$ cat src/rtl/twi_eep_pkg.sv
package twi_eep_pkg;

   typedef enum logic [2:0] {
      ST_IDLE,
      ST_DEV,
      ST_AHI,
      ST_ALO,
      ST_WR,
      ST_RD
   } twi_state_e;

   localparam logic [3:0] DEV_CODE = 4'b1010;
   localparam logic [3:0] ACK_SLOT = 4'd8;
   localparam logic [3:0] ACK_END  = 4'd9;

endpackage

$ cat src/rtl/twi_line_sampler.sv
module twi_line_sampler #(
   parameter int SYNC_STAGES = 2
) (
   input  logic clk,
   input  logic rst_n,
   input  logic scl_i,
   input  logic sda_i,
   output logic scl_o,
   output logic sda_o,
   output logic scl_rise_o,
   output logic scl_fall_o,
   output logic start_o,
   output logic stop_o
);
   localparam int TOP = SYNC_STAGES - 1;

   logic [SYNC_STAGES-1:0] scl_sync, sda_sync;
   logic scl_prev, sda_prev;

   if (SYNC_STAGES < 2) begin : g_bad_sync
      $error("twi_line_sampler: SYNC_STAGES must be at least 2");
   end

   always_ff @(posedge clk or negedge rst_n) begin
      if (!rst_n) begin
         scl_sync <= '1;
         sda_sync <= '1;
         scl_prev <= 1'b1;
         sda_prev <= 1'b1;
      end else begin
         scl_sync <= {scl_sync[TOP-1:0], scl_i};
         sda_sync <= {sda_sync[TOP-1:0], sda_i};
         scl_prev <= scl_sync[TOP];
         sda_prev <= sda_sync[TOP];
      end
   end

   assign scl_o      = scl_sync[TOP];
   assign sda_o      = sda_sync[TOP];
   assign scl_rise_o = scl_o & ~scl_prev;
   assign scl_fall_o = ~scl_o & scl_prev;
   assign start_o    = scl_o & scl_prev & sda_prev & ~sda_o;
   assign stop_o     = scl_o & scl_prev & ~sda_prev & sda_o;

endmodule

$ cat src/rtl/twi_byte_shifter.sv
module twi_byte_shifter #(
   parameter int BYTE_W = 8
) (
   input  logic              clk,
   input  logic              rst_n,
   input  logic              shift_i,
   input  logic              bit_i,
   input  logic              load_i,
   input  logic [BYTE_W-1:0] load_val_i,
   output logic [BYTE_W-1:0] byte_o
);
   logic [BYTE_W-1:0] sh_q;

   always_ff @(posedge clk or negedge rst_n) begin
      if (!rst_n)       sh_q <= '0;
      else if (load_i)  sh_q <= load_val_i;
      else if (shift_i) sh_q <= {sh_q[BYTE_W-2:0], bit_i};
   end

   assign byte_o = sh_q;

endmodule

$ cat src/rtl/twi_addr_counter.sv
module twi_addr_counter #(
   parameter int ADDR_W = 13,
   parameter int PAGE_W = 5
) (
   input  logic              clk,
   input  logic              rst_n,
   input  logic              load_i,
   input  logic [ADDR_W-1:0] load_val_i,
   input  logic              step_i,
   input  logic              page_mode_i,
   output logic [ADDR_W-1:0] addr_o
);
   localparam logic [ADDR_W-1:0] ONE = ADDR_W'(1);

   logic [ADDR_W-1:0] addr_q, next_rd, next_wr;

   assign next_rd = addr_q + ONE;

   if (PAGE_W == 0) begin : g_no_page
      assign next_wr = next_rd;
   end else if (PAGE_W < ADDR_W) begin : g_page
      assign next_wr = {addr_q[ADDR_W-1:PAGE_W], next_rd[PAGE_W-1:0]};
   end else begin : g_bad_page
      $error("twi_addr_counter: PAGE_W must be below ADDR_W");
      assign next_wr = next_rd;
   end

   always_ff @(posedge clk or negedge rst_n) begin
      if (!rst_n)      addr_q <= '0;
      else if (load_i) addr_q <= load_val_i;
      else if (step_i) addr_q <= page_mode_i ? next_wr : next_rd;
   end

   assign addr_o = addr_q;

   a_r5_page_hold: assert property (@(posedge clk) disable iff (!rst_n)
      (step_i && page_mode_i && !load_i) |=>
         addr_q[ADDR_W-1:PAGE_W] == $past(addr_q[ADDR_W-1:PAGE_W]));

   a_r8_read_step: assert property (@(posedge clk) disable iff (!rst_n)
      (step_i && !page_mode_i && !load_i) |=> addr_q == $past(addr_q) + ONE);

endmodule

$ cat src/rtl/twi_eeprom_target.sv
module twi_eeprom_target
   import twi_eep_pkg::*;
#(
   parameter int ADDR_W      = 13,
   parameter int PAGE_W      = 5,
   parameter int SYNC_STAGES = 2
) (
   input  logic              clk,
   input  logic              rst_n,
   input  logic              scl_i,
   input  logic              sda_i,
   input  logic [2:0]        strap_i,
   output logic              sda_pull_o,
   input  logic              wbuf_busy_i,
   output logic              wbuf_push_o,
   output logic [ADDR_W-1:0] wbuf_addr_o,
   output logic [7:0]        wbuf_data_o,
   output logic              wbuf_commit_o,
   output logic              mem_rd_o,
   output logic [ADDR_W-1:0] mem_addr_o,
   input  logic [7:0]        mem_rdata_i
);
   localparam int HI_W = ADDR_W - 8;

   if (ADDR_W < 9 || ADDR_W > 16) begin : g_bad_addr
      $error("twi_eeprom_target: ADDR_W must lie in 9..16");
   end

   logic scl_lvl, sda_lvl, scl_rise, scl_fall, start_ev, stop_ev;

   twi_line_sampler #(.SYNC_STAGES(SYNC_STAGES)) u_sampler (
      .clk(clk), .rst_n(rst_n), .scl_i(scl_i), .sda_i(sda_i),
      .scl_o(scl_lvl), .sda_o(sda_lvl), .scl_rise_o(scl_rise),
      .scl_fall_o(scl_fall), .start_o(start_ev), .stop_o(stop_ev)
   );

   twi_state_e        state_q;
   logic [3:0]        cnt_q;
   logic              pull_q, rw_q, wrote_q, mack_q, fetch_q;
   logic              push_q, commit_q, rd_q;
   logic [HI_W-1:0]   hi_q;
   logic [ADDR_W-1:0] waddr_q, cur_addr;
   logic [7:0]        wdata_q, byte_w;

   logic receiving, no_cond, shift_en, decide, dev_ok, addr_load, step_wr;
   logic [2:0] tx_idx;

   assign receiving = (state_q == ST_DEV) || (state_q == ST_AHI) ||
                      (state_q == ST_ALO) || (state_q == ST_WR);
   assign no_cond   = !start_ev && !stop_ev;
   assign shift_en  = receiving && scl_rise && (cnt_q < ACK_SLOT) && no_cond;
   assign decide    = receiving && scl_fall && (cnt_q == ACK_SLOT) && no_cond;
   assign dev_ok    = (byte_w[7:4] == DEV_CODE) && (byte_w[3:1] == strap_i) &&
                      !wbuf_busy_i;
   assign addr_load = decide && (state_q == ST_ALO);
   assign step_wr   = decide && (state_q == ST_WR);
   assign tx_idx    = 3'(4'd7 - cnt_q);

   twi_byte_shifter #(.BYTE_W(8)) u_shifter (
      .clk(clk), .rst_n(rst_n), .shift_i(shift_en), .bit_i(sda_lvl),
      .load_i(fetch_q), .load_val_i(mem_rdata_i), .byte_o(byte_w)
   );

   twi_addr_counter #(.ADDR_W(ADDR_W), .PAGE_W(PAGE_W)) u_addr (
      .clk(clk), .rst_n(rst_n), .load_i(addr_load),
      .load_val_i({hi_q, byte_w}), .step_i(step_wr || fetch_q),
      .page_mode_i(step_wr), .addr_o(cur_addr)
   );

   always_ff @(posedge clk or negedge rst_n) begin
      if (!rst_n) begin
         state_q  <= ST_IDLE;
         cnt_q    <= '0;
         pull_q   <= 1'b0;
         rw_q     <= 1'b0;
         wrote_q  <= 1'b0;
         mack_q   <= 1'b0;
         fetch_q  <= 1'b0;
         push_q   <= 1'b0;
         commit_q <= 1'b0;
         rd_q     <= 1'b0;
         hi_q     <= '0;
         waddr_q  <= '0;
         wdata_q  <= '0;
      end else begin
         push_q   <= 1'b0;
         commit_q <= 1'b0;
         rd_q     <= 1'b0;
         fetch_q  <= rd_q;
         if (start_ev) begin
            state_q <= ST_DEV;
            cnt_q   <= '0;
            pull_q  <= 1'b0;
            wrote_q <= 1'b0;
         end else if (stop_ev) begin
            commit_q <= (state_q == ST_WR) && wrote_q;
            state_q  <= ST_IDLE;
            pull_q   <= 1'b0;
            wrote_q  <= 1'b0;
         end else if (receiving) begin
            if (shift_en) begin
               cnt_q <= cnt_q + 4'd1;
            end else if (decide) begin
               cnt_q  <= ACK_END;
               pull_q <= 1'b1;
               case (state_q)
                  ST_DEV: begin
                     if (dev_ok) begin
                        rw_q <= byte_w[0];
                        rd_q <= byte_w[0];
                     end else begin
                        state_q <= ST_IDLE;
                        pull_q  <= 1'b0;
                     end
                  end
                  ST_AHI: hi_q <= byte_w[HI_W-1:0];
                  ST_WR: begin
                     push_q  <= 1'b1;
                     waddr_q <= cur_addr;
                     wdata_q <= byte_w;
                     wrote_q <= 1'b1;
                  end
                  default: ;
               endcase
            end else if (scl_fall && cnt_q == ACK_END) begin
               cnt_q  <= '0;
               pull_q <= 1'b0;
               case (state_q)
                  ST_DEV: begin
                     state_q <= rw_q ? ST_RD : ST_AHI;
                     pull_q  <= rw_q & ~byte_w[7];
                  end
                  ST_AHI:  state_q <= ST_ALO;
                  default: state_q <= ST_WR;
               endcase
            end
         end else if (state_q == ST_RD) begin
            if (scl_rise && cnt_q < ACK_SLOT) begin
               cnt_q <= cnt_q + 4'd1;
            end else if (scl_rise && cnt_q == ACK_SLOT) begin
               mack_q <= ~sda_lvl;
               rd_q   <= ~sda_lvl;
               cnt_q  <= ACK_END;
            end else if (scl_fall && cnt_q == ACK_SLOT) begin
               pull_q <= 1'b0;
            end else if (scl_fall && cnt_q == ACK_END) begin
               if (mack_q) begin
                  pull_q <= ~byte_w[7];
                  cnt_q  <= '0;
               end else begin
                  state_q <= ST_IDLE;
               end
            end else if (scl_fall && cnt_q != 4'd0) begin
               pull_q <= ~byte_w[tx_idx];
            end
         end
      end
   end

   assign sda_pull_o    = pull_q;
   assign wbuf_push_o   = push_q;
   assign wbuf_addr_o   = waddr_q;
   assign wbuf_data_o   = wdata_q;
   assign wbuf_commit_o = commit_q;
   assign mem_rd_o      = rd_q;
   assign mem_addr_o    = cur_addr;

   // R7 / open-drain rule: the pull may only turn on while the clock is low
   a_r7_pull_on_scl_low: assert property (@(posedge clk) disable iff (!rst_n)
      (pull_q && !$past(pull_q)) |-> !scl_lvl);

   a_r1_start_restarts: assert property (@(posedge clk) disable iff (!rst_n)
      start_ev |=> (state_q == ST_DEV && cnt_q == 4'd0 && !pull_q));

   a_r3_busy_refuses: assert property (@(posedge clk) disable iff (!rst_n)
      (decide && state_q == ST_DEV && wbuf_busy_i) |=>
         (!pull_q && state_q == ST_IDLE));

   a_r9_idle_released: assert property (@(posedge clk) disable iff (!rst_n)
      (state_q == ST_IDLE) |-> !pull_q);

   a_r6_commit_at_stop: assert property (@(posedge clk) disable iff (!rst_n)
      commit_q |-> $past(stop_ev));

   a_r5_push_read_apart: assert property (@(posedge clk) disable iff (!rst_n)
      !(push_q && rd_q));

endmodule

$ cat config.mk
export PLATFORM = sky130hd
export DESIGN_NAME = twi_eeprom_target
export DESIGN_NICKNAME = d
export VERILOG_FILES = /design/src/rtl/twi_eep_pkg.sv /design/src/rtl/twi_line_sampler.sv /design/src/rtl/twi_byte_shifter.sv /design/src/rtl/twi_addr_counter.sv /design/src/rtl/twi_eeprom_target.sv
export SDC_FILE = /design/constraint.sdc
export NUM_CORES = 1
export LEC_CHECK = 0
export BUFFER_PORTS_ARGS = -buffer_cell sky130_fd_sc_hd__buf_2
export CORE_MARGIN = 8
export CORE_UTILIZATION = 55
export CTS_CLUSTER_SIZE = 16
export DETAILED_ROUTE_END_ITERATION = 6
export PLACE_DENSITY = 0.78
export SLEW_MARGIN = 0
export SYNTH_ARGS = -nofsm -noshare
export SYNTH_HDL_FRONTEND = slang
export SYNTH_SLANG_ARGS = --single-unit
$ cat constraint.sdc
create_clock -name clk -period 2.7 [get_ports clk]
set_input_delay 0.54 -clock clk [delete_from_list [all_inputs] [get_ports clk]]
set_output_delay 0.54 -clock clk [all_outputs]
set_load 0.05 [all_outputs]
==> reports/metrics.yaml, run 1 <==
dp_hpwl_um: 5930
syn_area_um2: 3450
synth_cell_types: 58
power_mw: 3.64
grt.met1_usage_pct: 25.1
finalCritPeriodShare_pct: 86.4
ys_top_cells_by_count: "81 x nand2_1, 62 x dfrtp_1, 27 x a21oi_1"
finalSetupTns_ps: 0
synth_fp_nets: 387
root_buffer: "clkbuf_8"
clkTransAtPathRegs_ps: 80
grt_busiest_layer: "met2"
final-setup-viol-count: 0
gr-total-overflow: 0
async_flop_share_pct: 100
syn_to_final_growth_pct: 15.5
drv_slew: 0
power_density_nw_per_um2: 914
gp_congestion: 0.881
crit_path_top_delay_cell: "dfstp_2"
dr.pass1.iters: 5
yosys-top-cells-area: "dfrtp_1 45%, nand2_1 8.8%, dfstp_2 4.6%"
clock_latency_ps: 350
fin_ws_ps: 368
ys_seq_area_share_pct: 49.5
outcome: "finished clean"
grt.total_usage_pct: 19.7
critical_path_class: "reg -> reg"
io_buffers: 53
antenna_found_initial: 0
finalInstanceArea_um2: 3990
hold_violations: 0
cap_violations: 0
htree_levels: 3
crit_fanout: 12
vdd_drop_max_mv: 0.733
syn_avg_cell_area_um2: 9.41
fmax_ghz: 0.429
met2_usage_pct: 31.5
rows: 29
dpl_cell_area_um2: 3790
netlist_instances: 367
fp.coreArea_um2: 6200
maxSlewHeadroom_pct: 57.0
reg2reg_from: "u_sampler.scl_prev$_DFF_PN1_"
cp.required_ps: 2970
clock-sinks: 68
setup.worst_path.end_class: "register"
cts_buffers: 9
ys.warnings.count: 0
reg2reg_slack_ps: 370
cp.arrival_ps: 2600
synth_edf_count: 0
worst_slew_pin_slew_ps: 639
cts_tree: "yes"
start_util_pct: 55.6
start_kind: "register"
cts_buffer_depth: 2
rr_worst_depth: 6
use_met3_pct: 4.96
worstHoldPathType: "in -> async"
ios: 54
viasPerCell: 5.98
ant_nets: 0
finClkSkew_ps: 13.6
fin_crit_ps: 2330
max_stage_delay_ps: 620
synth_top_flop_cell: "dfrtp_1"
ys_seq_elements: 68
rr_endpoint: "u_addr.addr_o[10]$_DFFE_PN0P_"
antennaDiodeCount: 0
die_width_um: 95.2
synth_top_area_share_pct: 44.9
power_leakage_nw: 1.99
drive_gt1_share_pct: 25.0
drt-initial-drc-count: 284
via_count: 2997
synth_top_area_cell: "dfrtp_1"
synth_most_common_cell: "nand2_1"
fp.dieH_um: 95.2
grt_setup_unrepaired: "false"
routed_wire_length_per_instance_um: 16.7
num-nets-final: 439
grt_pass1_wl_um: 13800
dieArea_um2: 9070
drc: 0
drt-total-wl_um: 8370
path_common_cell: "a21oi_1"
crit_chain: "and4bb_1, nand3_1, nor2_1, o21a_1, a21oi_1, a21oi_1"
grt_max_degree: 45
place_ws_ps: 295
first_global_vias: 2836
-- through the flow --
step / hold WS (ps) / utilization, % / std cells
floorplan: 244 / - / 367
global placement: 346 / 61.0 / 485
detailed placement: 347 / 61.0 / 485
CTS: 198 / 64.2 / 501
global route: 226 / 64.2 / 501
finish: 184 / 64.2 / 501
-- worst max path at each step --
stage | startpoint | endpoint | slack [ps] | cells after the start
after floorplan | u_sampler.scl_sync[1]$_DFF_PN1_ | state_q[1]$_DFFE_PN0P_ | 490 | 8
after global placement | u_sampler.scl_sync[1]$_DFF_PN1_ | u_addr.addr_o[11]$_DFFE_PN0P_ | 370 | 6
after detailed placement | u_sampler.scl_sync[1]$_DFF_PN1_ | u_addr.addr_o[9]$_DFFE_PN0P_ | 290 | 6
after CTS | u_sampler.scl_sync[1]$_DFF_PN1_ | u_addr.addr_o[9]$_DFFE_PN0P_ | 270 | 6
after global routing | u_sampler.scl_prev$_DFF_PN1_ | u_addr.addr_o[10]$_DFFE_PN0P_ | 160 | 6
final | u_sampler.scl_prev$_DFF_PN1_ | u_addr.addr_o[10]$_DFFE_PN0P_ | 370 | 6
-- state kept, by name (all words and copies together), names as in the netlist, 2 cells and up --
register and flops:
u_shifter.byte_o 8, hi_q 5, cnt_q 4, u_addr.addr_o 13, wbuf_addr_o 13, u_sampler.sda_sync 2
state_q 3, u_sampler.scl_sync 2, wbuf_data_o 8
-- what timing repair did --
item                       in CTS  in global routing
hold buffers                    0                  0
setup endpoints to repair       0                  1
setup buffers                   0                  0
resized for setup               0                  1
-- power breakdown --
group / switching (mW) / internal (mW)
logic: 0.857 / 0.408
registers: 0.298 / 1.23
clock network: 0.416 / 0.430
total: 1.57 / 2.07
-- cell usage in the layout (no fill, tap or decap), drive strengths merged, types with 5 or more instances in the layout --
| master | n |
|---|---|
| a21oi | 28 |
| mux2i | 9 |
| xnor2 | 5 |
| nand3 | 18 |
| buf | 60 |
| inv | 9 |
| nor2 | 13 |
| clkbuf | 9 |
| mux2 | 8 |
| o21ai | 25 |
| or2 | 6 |
| o22ai | 6 |
| dfstp | 6 |
| and3 | 5 |
| nand2 | 81 |
| dfrtp | 62 |
| a31oi | 11 |
-- area by class of cell --
class                           count  area, um^2
Timing Repair Buffer               60         330
Clock inverter                      7        76.3
Multi-Input combinational cell    272        1620
Clock buffer                        9         124
Sequential cell                    68        1710
Fill cell                         502        2220
Tap cell                           77        96.3
Inverter                            8        30.0
-- kinds of logic (layout without fill, tap and decap cells) --
group | after synthesis | count (layout) | share of synthesized area (%)
AND/OR/NAND/NOR | 153 | 153 | 21.6
AO/OA/AOI/OAI | 90 | 90 | 15.8
flip-flops | 68 | 68 | 49.5
buffers and inverters | 27 | 84 | 3.55
multiplexers | 19 | 19 | 6.52
XOR/XNOR | 6 | 6 | 1.52
adder cells (fa/ha/maj) | 4 | 4 | 1.45
-- routing by layer --
| metal | part of all wire [%] | wire, um | up-vias |
|---|---|---|---|
| met5 | 0 | 0 | - |
| met4 | 1.6 | 133 | 0 |
| met3 | 6.9 | 574 | 14 |
| met2 | 49 | 4080 | 112 |
| met1 | 43 | 3580 | 1468 |
| li1 | - | - | 1403 |
-- critical path, delay by kind of cell (launching register included) --
kind	cells	cell delay, ps
AND/OR/NAND/NOR	3	950
AO/OA/AOI/OAI	3	670
flip-flops	1	620
Note: power is estimated with default switching activity, not from simulation.
==> run 2, diff against run 1 <==
- ABC_AREA: not set -> 1
- CORE_UTILIZATION: 55 -> 57
- PLACE_DENSITY: 0.78 -> 0.8
==> run 2 against run 1 <==
- worst hold slack gained 26 ps
- utilization up 2.1 points
- wire length up 3.0%
- power up 10%
- register-to-register slack improved by 250 ps
- die area is 1.1% higher
- maximum frequency up 12%
- synthesized cell count rose by 27%
- critical endpoint is now u_addr.addr_o[5]$_DFFE_PN0P_
- largest cell class unchanged
- largest power group is now combinational cells
==> reports/metrics.yaml, run 2 <==
syn_avg_cell_area_um2: 7.80
die_width_um: 95.7
worst_slew_pin_slew_ps: 684
ys_seq_elements: 68
synth_edf_count: 0
fp.coreArea_um2: 6240
cts_tree: "yes"
ys_top_cells_by_count: "152 x nand2_1, 62 x dfrtp_1, 52 x inv_1"
synth_xor_area_share_pct: 1.69
register_area_um2: 1710
synth_top_area_share_pct: 42.8
ys_seq_area_share_pct: 47.2
grt.total_usage_pct: 20.0
clock-sinks: 68
clock_latency_ps: 350
crit_fanout: 12
crit_path_top_delay_cell: "dfrtp_1"
mostFrequentLayoutCell: "nand2_1"
antennaDiodeCount: 0
dieArea_um2: 9170
ios: 54
rr_endpoint: "u_addr.addr_o[5]$_DFFE_PN0P_"
viasPerCell: 5.34
wl_met3_um: 544
start_kind: "register"
gr-total-overflow: 0
max_stage_delay_ps: 480
synth_most_common_cell: "nand2_1"
ant_nets: 0
yosys-top-cells-area: "dfrtp_1 43%, nand2_1 16%, o21ai_0 6.8%"
top_layer_used: "met4"
cp.arrival_ps: 2370
netlist_instances: 465
crit_chain: "nor2_2, nand2_1, nor2_2, nand4_2, nand3_4, nand2_2, inv_1, nand2_1, nand2_1"
cts_setup_buffers: 0
critical_path.top_delay_family: "simple AND/OR/NAND/NOR gates"
power_leakage_nw: 2.17
dr_wl_met2_um: 4330
rows: 29
clkTransAtPathRegs_ps: 80
gp_congestion: 0.888
cp.required_ps: 2990
ys.warnings.count: 0
synth_top_family_by_area: "simple AND/OR/NAND/NOR gates"
cts_resized: 0
multi_input_area_um2: 1640
num-nets-final: 542
fill_cells: 527
synth_top_flop_cell: "dfrtp_1"
critical_path_class: "reg -> reg"
drive_gt1_share_pct: 19.4
path_common_cell: "nand2_1"
hold_violations: 0
cap_violations: 0
finalCritPeriodShare_pct: 77.1
htree_levels: 3
fin_crit_ps: 2080
power_mw: 4.01
async_flop_share_pct: 100
cts_buffer_depth: 2
synthMuxAreaShare_pct: 0
finalSetupTns_ps: 0
maxSlewHeadroom_pct: 54.0
syn_to_final_growth_pct: 14.2
first_global_vias: 3107
drt-initial-drc-count: 154
synthSimpleGateAreaFrac_pct: 31.9
crit_cells: 9
synthAdderAreaFrac_pct: 1.38
start_util_pct: 58.1
syn_area_um2: 3620
grt_setup_unrepaired: "false"
met1_length_um: 3590
io_buffers: 53
synth_compound_area_share_pct: 10.4
antenna_found_initial: 0
final_cell_mix: "152 x nand2_1, 62 x dfrtp_1, 53 x buf_2"
via_count: 3223
power_density_nw_per_um2: 969
reg2reg_slack_ps: 620
synth_cell_types: 37
synth_top_area_cell: "dfrtp_1"
dr.pass1.iters: 4
final-setup-viol-count: 0
dp_hpwl_um: 6350
root_buffer: "clkbuf_8"
outcome: "finished clean"
fmax_ghz: 0.481
synth_fp_nets: 485
drv_slew: 0
rr_worst_depth: 9
path_buf_inv: 1
drc: 0
cts_buffers: 9
grt_max_degree: 45
fp.dieH_um: 95.7
finClkSkew_ps: 6.61
setup.worst_path.end_class: "register"
grt_pass1_wl_um: 14200
reg2reg_from: "cnt_q[0]$_DFFE_PN0P_"
vdd_drop_max_mv: 0.655
hold_buffers: 0
worstHoldPathType: "in -> async"
drt-total-wl_um: 8620
routed_wire_length_per_instance_um: 14.3
## run 2: cell types whose count changed after synthesis, sizes merged, moves of 8 or more
cell,before,now
a21oi,28,5
a31oi,11,1
inv,8,56
mux2,8,0
mux2i,9,0
nand2,81,157
nand3,18,44
nor2,13,32
nor3,1,9
o21ai,25,55
## run 2: area by class of cell
| class | count | share of cell area, % |
|---|---|---|
| flip-flops and latches | 68 | 41.3 |
| clock inverters | 7 | 1.84 |
| inverters | 56 | 5.14 |
| repair buffers | 55 | 6.77 |
| multi-input cells | 332 | 39.6 |
| well taps | 77 | 2.33 |
| clock buffers | 9 | 2.99 |
## run 2: kinds of logic (layout without fill, tap and decap cells)
| logic type | after synthesis | in the layout |
|---|---|---|
| buffers and inverters | 65 | 127 |
| xor gates and xnor gates | 7 | 7 |
| DFF | 68 | 68 |
| adders and majority gates | 4 | 4 |
| AOI/OAI and AO/OA | 69 | 69 |
| and+or+nand+nor | 252 | 252 |
## run 2: worst reg2reg max path: stages (launching register included)
cell and delay [ps]:
dfrtp_1 480, nor2_2 260, nand2_1 100, nor2_2 170
nand4_2 300, nand3_4 190, nand2_2 160, inv_1 200
nand2_1 80, nand2_1 70
## run 2: stage by stage
| step | utilization [%] | cells | hold WS, ps | setup slack [ps] | cell area (um^2) |
|---|---|---|---|---|---|
| after detailed placement | 63.1 | 588 | 348 | 678 | 3940 |
| final | 66.3 | 604 | 210 | 620 | 4140 |
| after global placement | 63.1 | 588 | 347 | 763 | 3940 |
| after floorplan | - | 465 | 244 | 820 | 3620 |
| after global routing | 66.3 | 604 | 236 | 394 | 4140 |
| after CTS | 66.3 | 604 | 222 | 642 | 4140 |
## run 2: power breakdown
group | switching, mW | internal (mW) | total (mW)
combinational | 1.23 | 0.473 | 1.70
sequential | 0.235 | 1.23 | 1.46
clock | 0.419 | 0.431 | 0.849
## run 2: per-layer routing
metal  up-vias  GRT usage, %
met1      1516          22.6
met2        82          35.3
met4         0          8.19
met3        15          4.91
li1       1610             -
met5         -             0
## run 2: how the worst max path moves through the flow
stage / slack [ps] / endpoint / startpoint
2_1_floorplan: 820 / u_addr.addr_o[6]$_DFFE_PN0P_ / u_addr.addr_o[0]$_DFFE_PN0P_
3_3_place_gp: 760 / u_addr.addr_o[11]$_DFFE_PN0P_ / cnt_q[0]$_DFFE_PN0P_
3_5_place_dp: 680 / u_addr.addr_o[5]$_DFFE_PN0P_ / cnt_q[0]$_DFFE_PN0P_
4_1_cts: 640 / u_addr.addr_o[5]$_DFFE_PN0P_ / cnt_q[0]$_DFFE_PN0P_
5_1_grt: 390 / u_addr.addr_o[11]$_DFFE_PN0P_ / cnt_q[0]$_DFFE_PN0P_
6_report: 620 / u_addr.addr_o[5]$_DFFE_PN0P_ / cnt_q[0]$_DFFE_PN0P_
==> run 3, diff against run 2 <==
- clock period: 2.7 -> 2.05 ns (I/O delays scaled with it)
==> run 3 against run 2 <==
- combinational power increased by 34%
- clock skew increased by 5.3 ps
- critical path type unchanged
- via count increased by 3.2%
- highest routed layer unchanged
- cell count grew 0.66%
==> reports/metrics.yaml, run 3 (synthesized netlist as in run 2, its figures left out) <==
outcome: "finished clean"
power_mw: 5.16
fin_ws_ps: 157
mostFrequentLayoutCell: "nand2_1"
place_ws_ps: 135
io_buffers: 53
fp.dieH_um: 95.7
fin_util_pct: 66.6
cts_setup_buffers: 0
grt_setup_unrepaired: "false"
dpl_cell_area_um2: 3980
via_count: 3325
htree_levels: 3
clock_latency_ps: 350
hold_violations: 0
start_util_pct: 58.1
path_common_cell: "nand2_1"
crit_fanout: 23
worstHoldPathType: "in -> async"
critical_path_class: "reg -> reg"
ant_nets: 0
crit_path_top_delay_cell: "dfstp_2"
cap_violations: 0
fin_crit_ps: 1890
dieArea_um2: 9170
power_leakage_nw: 2.17
clkTransAtPathRegs_ps: 80
grt_pass1_wl_um: 14500
grt_max_degree: 69
fmax_ghz: 0.528
drv_slew: 0
final-setup-viol-count: 0
root_buffer: "clkbuf_8"
worst_slew_pin_slew_ps: 445
fp.coreArea_um2: 6240
die_width_um: 95.7
reg2reg_slack_ps: 160
crit_chain: "nand2_1, inv_1, nand3_4, nor2_8, nand2_8, nand3_4, nand2_2, inv_2, nand2_1, nand2_1"
grt.total_usage_pct: 20.3
cts_tree: "yes"
dr.pass1.iters: 5
drive_gt1_share_pct: 20.2
reg2reg_from: "u_sampler.scl_prev$_DFF_PN1_"
drt-initial-drc-count: 188
finalInstanceArea_um2: 4150
cts_buffer_depth: 2
finalCritPeriodShare_pct: 92.4
routed_wire_length_per_instance_um: 14.5
ios: 54
first_global_vias: 3113
rows: 29
num-nets-final: 546
gp_congestion: 0.913
placed_cells: 592
vdd_drop_max_mv: 0.830
hold_ws_ps: 64.9
finClkSkew_ps: 11.9
viasPerCell: 5.47
start_kind: "register"
final_cell_mix: "152 x nand2_1, 62 x dfrtp_1, 53 x buf_2"
max_stage_delay_ps: 550
rr_worst_depth: 10
dp_hpwl_um: 6470
clock-sinks: 68
cts_buffers: 9
finalNonFillerCells: 608
syn_to_final_growth_pct: 14.6
gr-total-overflow: 0
antennaDiodeCount: 0
setup.worst_path.end_class: "register"
maxSlewHeadroom_pct: 70.2
finalSetupTns_ps: 0
power_density_nw_per_um2: 1240
antenna_found_initial: 0
drc: 0
cp.arrival_ps: 2180
cp.required_ps: 2340
rr_endpoint: "u_addr.addr_o[12]$_DFFE_PN0P_"
drt-total-wl_um: 8810
-- run 3: cell count changes in the layout (fill, tap and decap cells not counted), sizes merged --
| cell | before | now |
|---|---|---|
| clkinvlp | 2 | 3 |
| inv | 57 | 56 |
| buf | 55 | 59 |
| bufinv | 1 | 0 |
| clkbuf | 9 | 10 |
-- run 3: worst max path at each step --
stage          depth (start not counted)                          from                              end
2_1_floorplan                          7  u_addr.addr_o[0]$_DFFE_PN0P_     u_addr.addr_o[6]$_DFFE_PN0P_
3_3_place_gp                          10  u_sampler.scl_prev$_DFF_PN1_     u_addr.addr_o[9]$_DFFE_PN0P_
3_5_place_dp                          10  u_sampler.scl_prev$_DFF_PN1_    u_addr.addr_o[12]$_DFFE_PN0P_
4_1_cts                               10  u_sampler.scl_prev$_DFF_PN1_    u_addr.addr_o[12]$_DFFE_PN0P_
5_1_grt                                7        state_q[1]$_DFFE_PN0P_  u_shifter.byte_o[3]$_DFFE_PN0P_
6_report                              10  u_sampler.scl_prev$_DFF_PN1_    u_addr.addr_o[12]$_DFFE_PN0P_
-- run 3: what timing repair did --
item                                    CTS  global route
hold buffers                              0             0
endpoints found under the setup margin    0            13
gates resized for setup                   0             2
-- run 3: area by class of cell --
class,count,area [um^2]
Clock buffer,10,128
Clock inverter,6,41.3
Fill cell,532,2090
Inverter,56,213
Multi-Input combinational cell,332,1640
Sequential cell,68,1710
Tap cell,77,96.3
Timing Repair Buffer,59,323
-- run 3: critical path, delay by kind of cell, from the launching register on --
kind	cells	cell delay (ps)
and+or+nand+nor	8	1020
DFF	1	550
buffers and inverters	2	280
-- run 3: per-layer routing --
metal / vias up / GRT usage, % / part of all wire, %
met5: - / 0 / 0
li1: 1629 / - / -
met3: 21 / 3.51 / 6.7
met2: 117 / 35.0 / 50
met4: 0 / 10.4 / 2.6
met1: 1558 / 24.0 / 40
-- run 3: report_power, final --
part	switching (mW)	internal (mW)	total, mW
Clock	0.528	0.436	0.964
Sequential	0.307	1.62	1.92
Combinational	1.64	0.635	2.27
Total	2.47	2.69	5.16
